===== src/rtl/bootcp_pkg.sv =====
package bootcp_pkg;

   typedef enum logic [2:0] {
      ST_SEL,
      ST_OPC,
      ST_ADDR,
      ST_DATA,
      ST_REL,
      ST_VHI,
      ST_VLO,
      ST_DONE
   } boot_state_e;

   // Address-length code to byte count; code 0 falls back to the widest form.
   function automatic logic [1:0] addr_byte_count(input logic [1:0] code);
      return (code == 2'd0) ? 2'd3 : code;
   endfunction

endpackage


===== src/rtl/bootcp_shifter.sv =====
module bootcp_shifter #(
   parameter int CLK_DIV = 2
) (
   input  logic       clk,
   input  logic       rst_n,
   input  logic       load,
   input  logic [7:0] tx_byte,
   input  logic       miso,
   output logic       sclk,
   output logic       mosi,
   output logic       busy,
   output logic       done,
   output logic [7:0] rx_byte
);

   localparam int HALF = CLK_DIV / 2;
   localparam int CW   = (HALF > 1) ? $clog2(HALF) : 1;

   logic       half_end;
   logic [7:0] tx_sr;
   logic [7:0] rx_sr;
   logic [2:0] bitn;

   // Phase timer: a plain strobe at the minimum divide, a counter otherwise.
   generate
      if (HALF == 1) begin : g_div_min
         assign half_end = busy;
      end else begin : g_div_cnt
         logic [CW-1:0] cnt;
         always_ff @(posedge clk or negedge rst_n) begin
            if (!rst_n)
               cnt <= '0;
            else if (!busy || half_end)
               cnt <= '0;
            else
               cnt <= cnt + CW'(1);
         end
         assign half_end = busy && (cnt == CW'(HALF - 1));
      end
   endgenerate

   always_ff @(posedge clk or negedge rst_n) begin
      if (!rst_n) begin
         busy  <= 1'b0;
         done  <= 1'b0;
         sclk  <= 1'b0;
         tx_sr <= '0;
         rx_sr <= '0;
         bitn  <= '0;
      end else begin
         done <= 1'b0;
         if (load && !busy) begin
            busy  <= 1'b1;
            tx_sr <= tx_byte;
            bitn  <= '0;
            sclk  <= 1'b0;
         end else if (half_end) begin
            if (!sclk) begin
               sclk  <= 1'b1;
               rx_sr <= {rx_sr[6:0], miso};
            end else begin
               sclk <= 1'b0;
               if (bitn == 3'd7) begin
                  busy <= 1'b0;
                  done <= 1'b1;
               end else begin
                  bitn  <= bitn + 3'd1;
                  tx_sr <= {tx_sr[6:0], 1'b0};
               end
            end
         end
      end
   end

   assign mosi    = busy & tx_sr[7];
   assign rx_byte = rx_sr;

   AST_SCLK_ONLY_BUSY: assert property (@(posedge clk) disable iff (!rst_n)
      sclk |-> busy);

   AST_MOSI_HOLD_HIGH: assert property (@(posedge clk) disable iff (!rst_n)
      (sclk && $past(sclk)) |-> $stable(mosi));

endmodule


===== src/rtl/bootcp_progress.sv =====
module bootcp_progress #(
   parameter int PAGES      = 128,
   parameter int PAGE_BYTES = 256,
   parameter int LED_W      = 8
) (
   input  logic             clk,
   input  logic             rst_n,
   input  logic             stb,
   output logic             last,
   output logic [LED_W-1:0] led
);

   localparam int BW = (PAGE_BYTES > 1) ? $clog2(PAGE_BYTES) : 1;
   localparam int PW = $clog2(PAGES + 1);
   localparam logic [BW-1:0] BYTE_LAST = BW'(PAGE_BYTES - 1);

   logic [BW-1:0] byte_cnt;
   logic [PW-1:0] pages_left;
   logic          page_end;

   assign page_end = (byte_cnt == BYTE_LAST);
   assign last     = page_end && (pages_left == PW'(1));

   always_ff @(posedge clk or negedge rst_n) begin
      if (!rst_n) begin
         byte_cnt   <= '0;
         pages_left <= PW'(PAGES);
         led        <= LED_W'(PAGES);
      end else if (stb) begin
         if (page_end) begin
            byte_cnt   <= '0;
            pages_left <= pages_left - PW'(1);
            led        <= LED_W'(pages_left - PW'(1));
         end else begin
            byte_cnt <= byte_cnt + BW'(1);
         end
      end
   end

   AST_LED_STEP_DOWN: assert property (@(posedge clk) disable iff (!rst_n)
      !$stable(led) |-> (led == $past(led) - LED_W'(1)));

   AST_PAGES_NOT_EXHAUSTED: assert property (@(posedge clk) disable iff (!rst_n)
      stb |-> (pages_left != '0));

endmodule


===== src/rtl/spi_boot_copier.sv =====
module spi_boot_copier #(
   parameter int                CLK_DIV    = 2,
   parameter int                PAGES      = 128,
   parameter int                PAGE_BYTES = 256,
   parameter int                MEM_AW     = 16,
   parameter int                LED_W      = 8,
   parameter logic [7:0]        RD_OPCODE  = 8'h03,
   parameter logic [MEM_AW-1:0] LOAD_ADDR  = MEM_AW'(16'h8000),
   parameter logic [15:0]       START_ADDR = 16'h8000,
   parameter logic [MEM_AW-1:0] VEC_ADDR   = MEM_AW'(16'h0001)
) (
   input  logic              clk,
   input  logic              rst_n,
   input  logic [1:0]        addr_len,
   output logic              spi_cs_n,
   output logic              spi_sclk,
   output logic              spi_mosi,
   input  logic              spi_miso,
   output logic [MEM_AW-1:0] mem_addr,
   output logic [7:0]        mem_wdata,
   output logic              mem_we,
   output logic [LED_W-1:0]  led,
   output logic              done
);

   import bootcp_pkg::*;

   localparam logic [MEM_AW-1:0] VEC_LO = VEC_ADDR + MEM_AW'(1);

   generate
      if (CLK_DIV < 2 || (CLK_DIV % 2) != 0) begin : g_bad_div
         $error("CLK_DIV must be even and at least 2");
      end
      if (PAGES < 1 || PAGE_BYTES < 1) begin : g_bad_size
         $error("PAGES and PAGE_BYTES must be at least 1");
      end
      if (MEM_AW < 2) begin : g_bad_aw
         $error("MEM_AW too small for the vector pair");
      end
      if (LED_W < 1) begin : g_bad_led
         $error("LED_W must be at least 1");
      end
   endgenerate

   boot_state_e       state;
   logic              load;
   logic [7:0]        tx;
   logic [1:0]        addr_left;
   logic [MEM_AW-1:0] dst;
   logic              sh_busy;
   logic              sh_done;
   logic [7:0]        rx_byte;
   logic              byte_stb;
   logic              last_byte;

   bootcp_shifter #(
      .CLK_DIV (CLK_DIV)
   ) u_shift (
      .clk     (clk),
      .rst_n   (rst_n),
      .load    (load),
      .tx_byte (tx),
      .miso    (spi_miso),
      .sclk    (spi_sclk),
      .mosi    (spi_mosi),
      .busy    (sh_busy),
      .done    (sh_done),
      .rx_byte (rx_byte)
   );

   assign byte_stb = (state == ST_DATA) && sh_done;

   bootcp_progress #(
      .PAGES      (PAGES),
      .PAGE_BYTES (PAGE_BYTES),
      .LED_W      (LED_W)
   ) u_prog (
      .clk   (clk),
      .rst_n (rst_n),
      .stb   (byte_stb),
      .last  (last_byte),
      .led   (led)
   );

   always_ff @(posedge clk or negedge rst_n) begin
      if (!rst_n) begin
         state     <= ST_SEL;
         spi_cs_n  <= 1'b1;
         load      <= 1'b0;
         tx        <= '0;
         addr_left <= '0;
         dst       <= LOAD_ADDR;
         mem_we    <= 1'b0;
         mem_addr  <= '0;
         mem_wdata <= '0;
         done      <= 1'b0;
      end else begin
         load   <= 1'b0;
         mem_we <= 1'b0;
         unique case (state)
            ST_SEL: begin
               spi_cs_n  <= 1'b0;
               load      <= 1'b1;
               tx        <= RD_OPCODE;
               addr_left <= addr_byte_count(addr_len);
               state     <= ST_OPC;
            end
            ST_OPC: begin
               if (sh_done) begin
                  load  <= 1'b1;
                  tx    <= 8'h00;
                  state <= ST_ADDR;
               end
            end
            ST_ADDR: begin
               if (sh_done) begin
                  load      <= 1'b1;
                  addr_left <= addr_left - 2'd1;
                  if (addr_left == 2'd1)
                     state <= ST_DATA;
               end
            end
            ST_DATA: begin
               if (sh_done) begin
                  mem_we    <= 1'b1;
                  mem_addr  <= dst;
                  mem_wdata <= rx_byte;
                  dst       <= dst + MEM_AW'(1);
                  if (last_byte)
                     state <= ST_REL;
                  else
                     load <= 1'b1;
               end
            end
            ST_REL: begin
               spi_cs_n <= 1'b1;
               state    <= ST_VHI;
            end
            ST_VHI: begin
               mem_we    <= 1'b1;
               mem_addr  <= VEC_ADDR;
               mem_wdata <= START_ADDR[15:8];
               state     <= ST_VLO;
            end
            ST_VLO: begin
               mem_we    <= 1'b1;
               mem_addr  <= VEC_LO;
               mem_wdata <= START_ADDR[7:0];
               state     <= ST_DONE;
            end
            ST_DONE: begin
               done <= 1'b1;
            end
            default: state <= ST_DONE;
         endcase
      end
   end

   AST_SCLK_NEEDS_CS: assert property (@(posedge clk) disable iff (!rst_n)
      spi_sclk |-> !spi_cs_n);

   AST_DONE_STICKY: assert property (@(posedge clk) disable iff (!rst_n)
      done |=> done);

   AST_DONE_QUIET: assert property (@(posedge clk) disable iff (!rst_n)
      done |-> (spi_cs_n && !spi_sclk && !mem_we && !sh_busy));

   AST_PAIR_CONSECUTIVE: assert property (@(posedge clk) disable iff (!rst_n)
      (mem_we && $past(mem_we)) |-> (mem_addr == $past(mem_addr) + MEM_AW'(1)));

   AST_NO_WRITE_WHILE_SHIFT_CLK: assert property (@(posedge clk) disable iff (!rst_n)
      (mem_we && spi_cs_n) |-> !spi_sclk);

endmodule


===== config.mk =====
export PLATFORM = sky130hd
export DESIGN_NAME = spi_boot_copier
export DESIGN_NICKNAME = d
export VERILOG_FILES = /design/src/rtl/bootcp_pkg.sv /design/src/rtl/bootcp_shifter.sv /design/src/rtl/bootcp_progress.sv /design/src/rtl/spi_boot_copier.sv
export SDC_FILE = /design/constraint.sdc
export NUM_CORES = 1
export LEC_CHECK = 0
export BUFFER_PORTS_ARGS = -buffer_cell sky130_fd_sc_hd__buf_4
export CORE_ASPECT_RATIO = 1.4
export CORE_MARGIN = 4
export CORE_UTILIZATION = 60
export CTS_CLUSTER_SIZE = 28
export DETAILED_ROUTE_END_ITERATION = 10
export PLACE_DENSITY = 0.81
export REMOVE_ABC_BUFFERS = 1
export SLEW_MARGIN = 40
export SYNTH_ARGS = -nofsm -noshare
export SYNTH_HDL_FRONTEND = slang
export SYNTH_SLANG_ARGS = --single-unit

===== constraint.sdc =====
create_clock -name clk -period 3.2 [get_ports clk]
set_clock_uncertainty 0.15 [all_clocks]
set_input_delay 0.32 -clock clk [delete_from_list [all_inputs] [get_ports clk]]
set_output_delay 0.32 -clock clk [all_outputs]
set_load 0.02 [all_outputs]

=== Word level (Yosys, flattened, before mapping) ===
Cells that the tools add are included.

* Add/sub/neg operators: 5
* Equality and inequality tests: 17
* Multiplexer cells: 41
* Bitwise logic cells: 3
* Reduce and logical (&&, ||, !) cells: 23

{| class="wikitable"
|+ Operator list
! cell !! number
|-
| $mux W8 || 7
|-
| $pmux W16 S3 || 1
|-
| $mux W3 || 9
|-
| $pmux W8 S3 || 1
|-
| $pmux W3 S7 || 1
|-
| $add A16 B1 Y16 const B || 1
|-
| $mux W16 || 1
|-
| $pmux W8 S2 || 1
|-
| $eq A3 B3 Y1 const B || 5
|-
| $mux W1 || 14
|-
| $reduce_and A2 Y1 || 5
|-
| $reduce_bool A2 Y1 || 5
|-
| $add A8 B1 Y8 const B || 1
|-
| $eq A8 B1 Y1 const B || 1
|-
| $eq A8 B8 Y1 const B || 1
|-
| $ne A2 B1 Y1 const B || 4
|-
| $sub A8 B1 Y8 const B || 1
|-
| $reduce_bool A7 Y1 || 1
|-
| $eq A3 B2 Y1 const B || 2
|-
| $reduce_and A3 Y1 || 2
|-
| $reduce_and A6 Y1 || 1
|-
| $mux W2 || 2
|-
| $ne A2 B2 Y1 const B || 2
|-
| $pmux W1 S2 || 2
|-
| other kinds (14) || 18
|}

* Bits in registers: 95
* Input port bits: 5
* Output and inout port bits: 37
* Logic and storage cells: 107

=== Logic depth before layout (Yosys ltp) ===
Gate-level depths: netlist (run 1).

* Word-level depth: 5
* Mapped depth: 7
* Mapped depth without buffers: 6

=== Modules after synthesis ===
A second synthesis (run 1) with hierarchy kept.

* Cell total of the unflattened synthesis: 343
* Area total of the unflattened synthesis: 3963.8 µm²

{| class="wikitable"
|+ Modules (own cells, without submodules)
! module !! times used !! cells each !! area each (µm²) !! sequential area each (µm²)
|-
| spi_boot_copier || 1 || 184 || 2133.3 || 1253.7
|-
| bootcp_shifter || 1 || 86 || 989.7 || 550.5
|-
| bootcp_progress || 1 || 73 || 840.8 || 401.6
|}

=== Least setup slack after synthesis (run 1) ===
Ideal clock, no wire load.

* Path kind: register -> register
* From: register u_prog.led[3] (netlist name)
* To: register state[0]
* Library setup time: 118 ps
* Arrival time: 1584 ps
* Required time: 2932 ps
* Setup slack: 1348 ps
* Stages on the path, launching flop included: 5
* Path buffers: 0
* Clock period less this slack: 1852 ps
* Path through: dfrtp_1 -> or4_4 -> nor4_4 -> o21ai_1 -> a21o_1

{| class="wikitable"
|+ RTL lines
! what !! line !! text
|-
| to (signal assigned) || spi_boot_copier.sv:87 || <nowiki>state <= ST_SEL;</nowiki>
|-
| to (signal assigned) || spi_boot_copier.sv:106 || <nowiki>state <= ST_OPC;</nowiki>
|-
| to (signal assigned) || spi_boot_copier.sv:112 || <nowiki>state <= ST_ADDR;</nowiki>
|-
| to (decl) || spi_boot_copier.sv:45 || <nowiki>boot_state_e state;</nowiki>
|}

=== Final worst setup path (run 1) ===
* From: register state[1]
* To: register mem_addr[7]

* Cells in the longest elaborated chain, start to end: 3

{| class="wikitable"
|+ Ends and longest elaborated chain
! what !! line !! text
|-
| $eq A3 B2 Y1 / $eq A3 B3 Y1 (equally long branches) || spi_boot_copier.sv:100 || <nowiki>unique case (state)</nowiki>
|-
| $ne A2 B1 Y1 (no source line) / $reduce_bool A3 Y1 (equally long branches) || - ||
|-
| $reduce_and A2 Y1 (no source line) || - ||
|-
| to (signal assigned) || spi_boot_copier.sv:126 || <nowiki>mem_addr <= dst;</nowiki>
|-
| to (decl) || spi_boot_copier.sv:19 || <nowiki>output logic [MEM_AW-1:0] mem_addr,</nowiki>
|}

Several ways; a longest one is shown, not always the timed one.
A chain may end at the register's enable or synchronous reset.

==> results of run 1 <==
## logic make-up after synthesis
family	count (synthesis)
adder cells (fa/ha/maj)	7
flip-flops	88
AND/OR/NAND/NOR	113
multiplexers	10
AO/OA/AOI/OAI	65
XOR/XNOR	26
buffers and inverters	24
## sequential cells by signal, indices dropped and copies added, names as in the netlist
register,cells
spi_cs_n,1
done,1
dst,16
tx,1
mem_we,1
state,3
u_shift.bitn,3
u_shift.done,1
u_shift.busy,1
mem_addr,16
u_prog.led,8
u_shift.rx_byte,8
u_prog.byte_cnt,8
u_shift.sclk,1
u_shift.tx_sr,8
load,1
mem_wdata,8
addr_left,2
## power by group through the flow
stage               Clock (uW)  Sequential [uW]  Combinational, uW
global placement             0             1150               36.7
CTS                        946             1130               39.3
global route              1000             1130               44.7
detailed placement           0             1150               38.1
floorplan                    0             1150               10.8
finish                     928             1130               37.4
## layer usage
metal  routed length, um  part of all wire (%)  vias to the layer above  GRT usage [%]
met5                   0                     0                        -              0
met2                3369                    50                       44          30.47
met4                 135                   2.0                        0          9.152
met1                2935                    44                     1273          24.06
met3                 235                   3.5                       11          4.488
li1                    -                     -                     1252              -
## stage by stage
step	instance area [um^2]	power [uW]	std cells	hold WS (ns)
final	4432	2093	450	0.04410
after global routing	4432	2178	450	0.02022
after CTS	4429	2113	450	0.02751
after detailed placement	4167	1187	433	0.2752
after global placement	4163	1186	433	0.2979
after floorplan	3742	1158	317	-0.1256
## repair_timing
| item | 4_1_cts | 5_1_grt |
|---|---|---|
| hold endpoints to repair | 85 | 0 |
| setup endpoints to repair | 0 | 0 |
| hold buffers | 1 | 0 |
## path summary, 6_finish.rpt
kind | start | end | slack, ns | cells past startpoint
worst min-delay path | spi_miso | u_shift.rx_byte[0]$_DFFE_PN0P_ | 0.04 | 2
worst max register to register | state[1]$_DFFE_PN0P_ | mem_addr[7]$_DFFE_PN0P_ | 0.86 | 4
worst min register to register | u_shift.tx_sr[1]$_DFFE_PN0P_ | u_shift.tx_sr[2]$_DFFE_PN0P_ | 0.32 | 2
min in group asynchronous | rst_n | u_shift.tx_sr[2]$_DFFE_PN0P_ | 0.41 | 2
max in group asynchronous | rst_n | u_prog.led[4]$_DFFE_PN0P_ | 2.03 | 2
worst max-delay path | state[1]$_DFFE_PN0P_ | mem_addr[7]$_DFFE_PN0P_ | 0.86 | 4
## cell type report
class,instances,area (um^2)
clock inverter,6,115.1
timing repair buffer,45,346.6
clock buffer,10,137.6
inverter,8,30.03
fill,432,1779
tap,72,90.09
multi-input combinational,221,1506
sequential,88,2206
## critical path, delay by kind of cell, from the launching register on
kind	cells	cell delay, ns
AO/OA/AOI/OAI	2	0.84
flip-flops	1	0.79
buffers and inverters	1	0.33
multiplexers	1	0.17
## cells in the mapped netlist (3+ instances only)
| library cell | number | area [um^2] |
|---|---|---|
| nand2_1 | 40 | 150.1 |
| and4_1 | 4 | 35.03 |
| and3_1 | 5 | 31.28 |
| xor2_1 | 11 | 96.34 |
| nand3_1 | 16 | 80.08 |
| inv_1 | 7 | 26.28 |
| a21o_1 | 4 | 30.03 |
| dfstp_2 | 3 | 78.83 |
| xnor2_1 | 15 | 131.4 |
| nand4_1 | 3 | 18.77 |
| dfrtp_1 | 85 | 2127 |
| nor2_1 | 15 | 56.30 |
| and2_1 | 3 | 18.77 |
| mux2_2 | 8 | 90.09 |
| o21ai_0 | 10 | 50.05 |
| a21oi_1 | 15 | 75.07 |
| ha_1 | 7 | 87.58 |
| a22o_1 | 21 | 183.9 |
| nor3_1 | 5 | 25.02 |
| buf_2 | 6 | 30.03 |
| clkbuf_1 | 6 | 22.52 |
| nand3b_1 | 3 | 22.52 |
==> results.md, run 1 <==
- Largest net degree at the start of global routing: 89
- Later-pin clock latency in the skew report: 0.35 ns
- Pre-CTS setup slack: 0.8785 ns
- Clock tree buffer depth: 2
- CP max stage delay: 0.79 ns
- First-pass GRT wire length: 11230 um
- Post CTS Setup Buffer Count: 0
- VDD IR-drop max: 0.2837 mV
- P_leak: 0.002210 uW
- Fin crit period: 2.345 ns
- Total GRT Usage: 19.02%
- Post-synth top flop: dfrtp_1
- Worst Tran Pin Value: 0.8051 ns
- Core Region: 6211 um^2
- Final wirelength: 6676 um
- Xor and xnor fraction of the mapped netlist area: 5.948%
- Initial Util: 61.64%
- Post-detail-place hpwl: 4554 um
- Ys async rst share: 100.0%
- Netlist cell types: 51
- Int Power: 1675 uW
- Number of synthesized flops with an enable pin: 0
- Initial antenna violation count: 0
- Fmax: 426.5 MHz
- Synth Instances: 333
- CTS tree: yes
- Most frequent cells in the layout: dfrtp_1, buf_4, nand2_1
- GP Congestion: 0.7935
- Final Max Slew Viols: 0
- Rel. slew slack: 46.33%
- Commonest non-fill, non-tap cell in the layout: dfrtp_1
- Nets: 385
- Vias after detailed routing: 2580
- Yosys warns: 0
- Vias in the first global route: 2448
- TritonCTS Sinks: 88
- Setup Total Neg Slack: 0 ns
- Comb power frac: 1.8%
- Sequential fraction of the synthesis area: 57.61%
- Hold WC Path Type: primary input to flop
- Utilization after layout: 71.35%
- Clk pin slew, worst setup/hold paths: 0.09 ns
- Combinational family with the most area after synthesis: simple AND/OR/NAND/NOR gates
- GRT overflow: 0
- Critical Path End Type: flop
- Kind of start point of the critical path: flop
- CP Class: flop to flop
- Post-Synth Adder-Cell Area: 2.288%
- Post-route ant nets: 0
- Io pins: 42
- Seq pwr share: 53.9%
- Rows: 34
- Root buf cell: clkbuf_8
- Final hold violations: 0
- Synthesis-to-layout area growth: 15.75%
- Synth Area in Simple Gates: 16.50%
- Post-cts resize count: 0
- RSZ-0062 raised after global routing: no
- First-pass iteration count of the detailed router: 4
- Clock power share: 44.3%
- Iteration-0 DRC Markers: 174
- PD cells: 472.2 nW/um^2
- DR WL/cell: 14.84 um
- Final period util: 73.27%
- NetSw: 418.0 uW
- DR DRC count: 0
- Slowest cell on crit path: dfrtp_1
- DIE WIDTH: 75.51 um
- Worst EP arrival: 2.48 ns
- Compound-Gate Fraction of Synth Area: 11.73%
- Sw frac: 19.97%
- Synth Register Bits: 88
- Num CTS Buffers: 9
- Status: finished, final reports clean
- Mapped Area: 3829 um^2
- Die height: 102.5 um
- Setup violations, final: 0
- Final WS setup: 0.8554 ns
- Multiplexer share of the synthesized area: 2.876%
- CTS H-tree lvls: 3
- Worst-path cell chain: mux2i_1 -> a21oi_1 -> buf_4 -> a22o_1
- Layout cells sized above 1: 21.69%
- Worst endpoint required time: 3.34 ns
- Die area: 7741 um^2
- Antenna Cells: 0
- Via/cell ratio: 5.733
- Max-Cap Viols: 0
- Worst Path Max Fanout: 22
- Post-synthesis average cell area: 11.50 um^2
- PortBufs: 41
No activity file was read; power rests on OpenSTA's default activity.
==> inputs of run 2 (changes only) <==
--- a/config.mk
+++ b/config.mk
@@ -5,13 +5,14 @@
 export SDC_FILE = /design/constraint.sdc
 export NUM_CORES = 1
 export LEC_CHECK = 0
+export ABC_AREA = 1
 export BUFFER_PORTS_ARGS = -buffer_cell sky130_fd_sc_hd__buf_4
 export CORE_ASPECT_RATIO = 1.4
 export CORE_MARGIN = 4
-export CORE_UTILIZATION = 60
+export CORE_UTILIZATION = 53
 export CTS_CLUSTER_SIZE = 28
 export DETAILED_ROUTE_END_ITERATION = 10
-export PLACE_DENSITY = 0.81
+export PLACE_DENSITY = 0.76
 export REMOVE_ABC_BUFFERS = 1
 export SLEW_MARGIN = 40
 export SYNTH_ARGS = -nofsm -noshare
==> constraint.sdc (replaced) <==
create_clock -name clk -period 1.9 [get_ports clk]
set_clock_uncertainty 0.15 [all_clocks]
set_input_delay 0.19 -clock clk [delete_from_list [all_inputs] [get_ports clk]]
set_output_delay 0.19 -clock clk [all_outputs]
set_load 0.02 [all_outputs]
==> run 2 against run 1 <==
Power increased by 74%. Combinational power increased to 13 times the previous value. Sequential share of layout area fell by 3.0 points. Final area rose by 6.3%. Critical path type unchanged. Maximum frequency grew 35%. Via count increased by 21%. Cell count rose by 38%. Die area increased by 20%. Hold slack improved by 0.0095 ns. Area after synthesis up 7.8%.
==> results.md, run 2 <==
- Synth top area share: 51.52% (-4.0 points)
- Synthesis-to-layout area growth: 14.12%
- HP Start: addr_len[0]
- Met1 WL: 3433 um (+17%)
- Slowest cell on crit path: dfrtp_1
- Rows: 37 (+8.8%)
- Worst R2R End: dst[8]$_DFFE_PN0P_
- Rel. slew slack: 67.39% (+21 points)
- Vias after detailed routing: 3119 (+21%)
- Buf/Inv on CP: 2 (+1)
- Worst Path Max Fanout: 22 (unchanged)
- Final hold violations: 0 (unchanged)
- DR WL/cell: 12.05 um (-19%)
- Worst EP arrival: 1.83 ns (-0.65 ns)
- Total GRT Usage: 17.53% (-1.5 points)
- NetSw: 1009 uW (+140%)
- Worst-path cell chain: nand2_2 -> inv_4 -> nand2_8 -> inv_6 -> nand4_1 -> o21ai_1 -> nand2_1
- Hold WC Path Type: primary input to flop
- Setup Total Neg Slack: 0 ns (unchanged)
- Synth Instances: 470 (+41%)
- Status: finished, final reports clean
- Clock tree buffer depth: 2 (unchanged)
- Crit path max-delay family: flip-flops
- Netlist cell types: 35 (-31%)
- CTS H-tree lvls: 3 (unchanged)
- DP Area: 4524 um^2 (+8.6%)
- Clk pin slew, worst setup/hold paths: 0.08 ns (about the same)
- Top post-synthesis cells by area: dfrtp_1, nand2_1, inv_1
- Max-Cap Viols: 0 (unchanged)
- Sw frac: 27.70% (+7.7 points)
- Largest net degree at the start of global routing: 39 (-56%)
- Final period util: 91.45% (+18 points)
- Number of synthesized flops with an enable pin: 0 (unchanged)
- Commonest non-fill, non-tap cell in the layout: nand2_1
- Post-detail-place hpwl: 5435 um (+19%)
- First-pass iteration count of the detailed router: 4 (unchanged)
- Vias in the first global route: 2948 (+20%)
- CP max stage delay: 0.51 ns (-0.28 ns)
- Layout cells sized above 1: 15.13% (-6.6 points)
- Post-route ant nets: 0 (unchanged)
- Worst Tran Pin Value: 0.4892 ns (-0.3159 ns)
- Regs by FF count: dst: 16 flops, mem_addr: 16 flops
- Die height: 112.4 um (+9.7%)
- Int Power: 2633 uW (+57%)
- Kind of start point of the critical path: flop
- Met3 wire length: 218 um (-7.2%)
- PD cells: 772.9 nW/um^2 (+64%)
- Clock power share: 30.9% (-13 points)
- DIE WIDTH: 82.60 um (+9.4%)
- Later-pin clock latency in the skew report: 0.35 ns (about the same)
- VDD IR-drop max: 0.3238 mV (+14%)
- Fin area: 4712 um^2 (+6.3%)
- Initial antenna violation count: 0 (unchanged)
- Critical Path End Type: flop
- Via/cell ratio: 5.039 (-12%)
- RSZ-0062 raised after global routing: no
- Nets: 529 (+37%)
- GP Congestion: 0.8768 (+10%)
- Seq pwr share: 55.8% (+1.9 points)
- Setup violations, final: 0 (unchanged)
- TritonCTS Sinks: 88 (unchanged)
- P_leak: 0.002357 uW (+6.7%)
- Fin crit period: 1.738 ns (-0.6070 ns)
- Post-synthesis average cell area: 8.785 um^2 (-24%)
- Post-synth top flop: dfrtp_1
- Final wirelength: 7456 um (+12%)
- Hold endpoint: addr_left[1]$_DFFE_PN0P_
- Top-count cell post-synth: nand2_1
- Post-cts resize count: 0 (unchanged)
- CTS tree: yes
- Root buf cell: clkbuf_8
- Die area: 9287 um^2 (+20%)
- Hold Crit Depth: 4 (+2)
- Initial Util: 55.40% (-6.2 points)
- Ys async rst share: 100.0% (unchanged)
- Io pins: 42 (unchanged)
- Num CTS Buffers: 9 (unchanged)
- Core Region: 7453 um^2 (+20%)
- PortBufs: 41 (unchanged)
- Uppermost layer routed: met4
- Yosys warns: 0 (unchanged)
- Comb power frac: 13.3% (+12 points)
- Met2 Wirelength: 3622 um (+7.5%)
- R2R depth: 7 (+3)
- List of most frequent post-synthesis cells: nand2_1, dfrtp_1, inv_1
- Mapped Area: 4129 um^2 (+7.8%)
- Worst endpoint required time: 1.99 ns (-1.35 ns)
- CP Class: flop to flop
- Fmax: 575.5 MHz (+35%)
- First-pass GRT wire length: 12790 um (+14%)
- Final Max Slew Viols: 0 (unchanged)
- Sequential fraction of the synthesis area: 53.42% (-4.2 points)
- Iteration-0 DRC Markers: 182 (+4.6%)
- RR Startpoint: state[1]$_DFFE_PN0P_
- GRT overflow: 0 (unchanged)
- Synth Register Bits: 88 (unchanged)
- Most frequent cells in the layout: nand2_1, dfrtp_1, inv_1
- DR DRC count: 0 (unchanged)
- Antenna Cells: 0 (unchanged)
- Cell taking the most area after synthesis: dfrtp_1
- R2r setup slk: 0.16 ns (-0.69 ns)
-- run 2: area by class of cell --
cell class,instances,area (um^2)
clock buffer,12,145.1
clock inverter,4,22.52
fill,622,2741
inverter,74,285.3
multi-input combinational,297,1549
sequential,88,2206
tap,97,121.4
timing repair buffer,47,382.9
-- run 2: timing repair --
action	in CTS	in global routing
endpoints found under the hold margin	37	0
setup buffers	0	0
hold buffers	2	0
setup endpoints to repair	0	0
-- run 2: worst max path at each step --
stage	from	to	slack (ns)	cells after the start
global route	u_shift.bitn[0]$_DFFE_PN0P_	u_shift.tx_sr[6]$_DFFE_PN0P_	0.02	7
finish	state[1]$_DFFE_PN0P_	dst[8]$_DFFE_PN0P_	0.16	7
detailed placement	state[1]$_DFFE_PN0P_	dst[8]$_DFFE_PN0P_	0.18	7
global placement	state[1]$_DFFE_PN0P_	dst[8]$_DFFE_PN0P_	0.27	7
floorplan	u_shift.bitn[0]$_DFFE_PN0P_	u_shift.bitn[0]$_DFFE_PN0P_	0.30	7
CTS	state[1]$_DFFE_PN0P_	dst[8]$_DFFE_PN0P_	0.16	7
-- run 2: per-layer routing --
metal  vias up  global-route usage, %
met5         -                      0
met4         0                  9.051
met3        14                  2.247
met2        47                  27.89
met1      1473                  23.10
li1       1585                      -
-- run 2: through the flow --
step	setup slack (ns)	instances	util [%]	total power (uW)	hold WS [ns]
after floorplan	0.2980	459	-	2393	-0.2556
after global placement	0.2700	601	60.70	2529	0.03655
after detailed placement	0.1808	601	60.70	2550	0.03797
after CTS	0.1550	619	63.22	3679	0.04184
after global routing	0.01532	619	63.22	3830	0.08161
final	0.1624	619	63.22	3642	0.05355
-- run 2: worst reg2reg max path: cells and delay by family (launching register included) --
family / cells / cell delay (ns)
flops: 1 / 0.51
buf+inv: 2 / 0.30
simple gates: 4 / 0.51
compound gates: 1 / 0.16
-- run 2: power by group through the flow --
stage | combinational (uW) | sequential [uW] | clock, uW
CTS | 490 | 2030 | 1160
global placement | 471 | 2060 | 0
finish | 485 | 2030 | 1120
floorplan | 328 | 2070 | 0
global route | 556 | 2040 | 1230
detailed placement | 482 | 2070 | 0
-- run 2: cell families after synthesis --
kind of cell	after synthesis	synth area share, %
adder cells (fa/ha/maj)	7	2.121
XOR/XNOR	20	4.242
buffers and inverters	85	9.061
flip-flops	88	53.42
AO/OA/AOI/OAI	57	7.970
AND/OR/NAND/NOR	213	23.18
==> inputs of run 3 (changes only) <==
--- a/config.mk
+++ b/config.mk
@@ -5,14 +5,13 @@
 export SDC_FILE = /design/constraint.sdc
 export NUM_CORES = 1
 export LEC_CHECK = 0
-export ABC_AREA = 1
 export BUFFER_PORTS_ARGS = -buffer_cell sky130_fd_sc_hd__buf_4
 export CORE_ASPECT_RATIO = 1.4
 export CORE_MARGIN = 4
-export CORE_UTILIZATION = 53
+export CORE_UTILIZATION = 52
 export CTS_CLUSTER_SIZE = 28
 export DETAILED_ROUTE_END_ITERATION = 10
-export PLACE_DENSITY = 0.76
+export PLACE_DENSITY = 0.75
 export REMOVE_ABC_BUFFERS = 1
 export SLEW_MARGIN = 40
 export SYNTH_ARGS = -nofsm -noshare
==> run 3 against run 2 <==
Utilization increased by 3.2 points. First-iteration DRC count decreased by 35%. Via count decreased by 13%. Maximum frequency decreased by 3.2%. Sequential cell count unchanged. Sequential power decreased by 6%. Worst setup slack got worse by 0.057 ns. Combinational power decreased by 82%. Wire length about the same. Register-to-register slack got worse by 0.06 ns. Die area decreased by 5.0%. Critical path depth decreased by 2. Critical endpoint is now u_prog.byte_cnt[5]$_DFFE_PN0P_. Largest power group unchanged.
==> results.md, run 3 (synthesized netlist as in run 1, its figures left out) <==
- First-pass GRT wire length: 12530 um (-2.0%)
- Hold Slack: 0.1008 ns (+0.04727 ns)
- Worst EP arrival: 1.88 ns (+0.05 ns)
- DR DRC count: 0 (unchanged)
- Core Region: 7072 um^2 (-5.1%)
- Register area: 2206 um^2 (unchanged)
- CTS H-tree lvls: 3 (unchanged)
- DIE WIDTH: 80.52 um (-2.5%)
- Via/cell ratio: 5.454 (+8.2%)
- Rel. slew slack: 62.94% (-4.4 points)
- Crit path max-delay family: simple AND/OR/NAND/NOR gates
- CTS tree: yes
- P_leak: 0.002337 uW (-0.87%)
- Worst-path cell chain: and4b_1 -> buf_12 -> nand4_1 -> or2_2 -> mux2i_1
- Slowest cell on crit path: dfrtp_1
- Antenna Cells: 0 (unchanged)
- Crit path launch: state[1]$_DFFE_PN0P_
- R2r setup slk: 0.11 ns (-0.06 ns)
- Status: finished, final reports clean
- Initial antenna violation count: 0 (unchanged)
- Worst Tran Pin Value: 0.5547 ns (+0.06549 ns)
- Initial Util: 54.14% (-1.3 points)
- Multi-input gate area: 1523 um^2 (-1.7%)
- GP Congestion: 0.8161 (-6.9%)
- Commonest non-fill, non-tap cell in the layout: dfrtp_1
- Vias in the first global route: 2719 (-7.8%)
- Critical Path End Type: flop
- CP max stage delay: 0.45 ns (-0.06 ns)
- Regs by FF count: dst: 16 flops, mem_addr: 16 flops
- Pre-CTS setup slack: 0.04652 ns (-0.1342 ns)
- Utilization after layout: 66.38% (+3.2 points)
- Most frequent cells in the layout: dfrtp_1, buf_4, nand2_1
- Int Power: 2699 uW (+2.5%)
- Fin crit period: 1.794 ns (+0.05671 ns)
- Seq pwr share: 55.2% (-0.6 points)
- TritonCTS Sinks: 88 (unchanged)
- Fmax: 557.3 MHz (-3.2%)
- Synthesis-to-layout area growth: 22.61%
- Setup violations, final: 0 (unchanged)
- DR WL/cell: 14.91 um (+24%)
- PD cells: 730.9 nW/um^2 (-5.4%)
- Total GRT Usage: 18.12% (+0.60 points)
- Die height: 109.5 um (-2.6%)
- Clk pin slew, worst setup/hold paths: 0.09 ns (about the same)
- Post-detail-place hpwl: 5207 um (-4.2%)
- Layout cells sized above 1: 26.91% (+12 points)
- Sw frac: 21.35% (-6.3 points)
- PortBufs: 41 (unchanged)
- Clock tree buffer depth: 2 (unchanged)
- Max-Cap Viols: 0 (unchanged)
- RR Startpoint: state[1]$_DFFE_PN0P_
- VDD IR-drop max: 0.4235 mV (+31%)
- Final wirelength: 7455 um (about the same)
- Later-pin clock latency in the skew report: 0.35 ns (about the same)
- Final WS setup: 0.1057 ns (-0.05671 ns)
- Setup Total Neg Slack: 0 ns (unchanged)
- Hold WC Path Type: primary input to asynchronous set/reset pin
- Post-route ant nets: 0 (unchanged)
- Largest net degree at the start of global routing: 37 (-5.1%)
- RSZ-0062 raised after global routing: no
- Final Max Slew Viols: 0 (unchanged)
- Num CTS Buffers: 9 (unchanged)
- Final hold violations: 0 (unchanged)
- Final period util: 94.44% (+3.0 points)
- Nets: 412 (-22%)
- Comb power frac: 2.5% (-11 points)
- GRT overflow: 0 (unchanged)
- Iteration-0 DRC Markers: 119 (-35%)
- Vias after detailed routing: 2727 (-13%)
- Worst endpoint required time: 1.98 ns (about the same)
- Kind of start point of the critical path: flop
- CP Class: flop to flop
- Io pins: 42 (unchanged)
- Buf/Inv on CP: 1 (-1)
- Rows: 36 (-2.7%)
- Clock power share: 42.3% (+11 points)
- Die area: 8819 um^2 (-5.0%)
- Root buf cell: clkbuf_8
- Final-layout fill cell count: 565 (-9.2%)
- NetSw: 732.6 uW (-27%)
- First-pass iteration count of the detailed router: 4 (unchanged)
- Worst Path Max Fanout: 14 (-36%)
## run 3: power by group through the flow
stage | logic (uW) | clock network (uW) | registers [uW]
after detailed placement | 80.6 | 0 | 1930
after global routing | 97.7 | 1560 | 1900
after global placement | 78.1 | 0 | 1930
after CTS | 87.5 | 1480 | 1900
final | 85.0 | 1450 | 1900
after floorplan | 18.3 | 0 | 1930
## run 3: final timing paths
kind                                                  end  cells past startpoint
min                          u_shift.tx_sr[6]$_DFFE_PN0P_                      2
max reg2reg                u_prog.byte_cnt[5]$_DFFE_PN0P_                      5
max                        u_prog.byte_cnt[5]$_DFFE_PN0P_                      5
min reg2reg                  u_shift.tx_sr[2]$_DFFE_PN0P_                      2
min in group clk             u_shift.tx_sr[2]$_DFFE_PN0P_                      2
max in group asynchronous             dst[15]$_DFFE_PN1P_                      3
## run 3: metal layers
layer,vias up,part of all wire [%],track usage (%),wire (um)
li1,1307,-,-,-
met1,1371,43,22.65,3197
met2,41,53,31.52,3934
met3,8,3.1,3.525,233
met4,0,1.2,5.797,89
met5,-,0,0,0
## run 3: timing repair
action                                 in CTS  in global routing
setup endpoints to repair                   0                  4
hold buffers                                4                  0
buffers inserted                            0                  2
resized for setup                           0                  4
endpoints found under the hold margin      89                  0
## run 3: metrics by stage
stage	instances	total power, uW	cell area [um^2]
after floorplan	317	1951	3742
after global placement	478	2009	4394
after detailed placement	478	2013	4394
after CTS	498	3458	4663
after global routing	500	3550	4695
final	500	3431	4695
## run 3: layout make-up
class                      count  area share (%)
clock buffer                  10           2.932
clock inverter                 6           1.946
inverter                       8          0.6397
multi-input combinational    221           32.44
sequential                    88           46.99
tap                           95           2.532
timing repair buffer          72           12.53
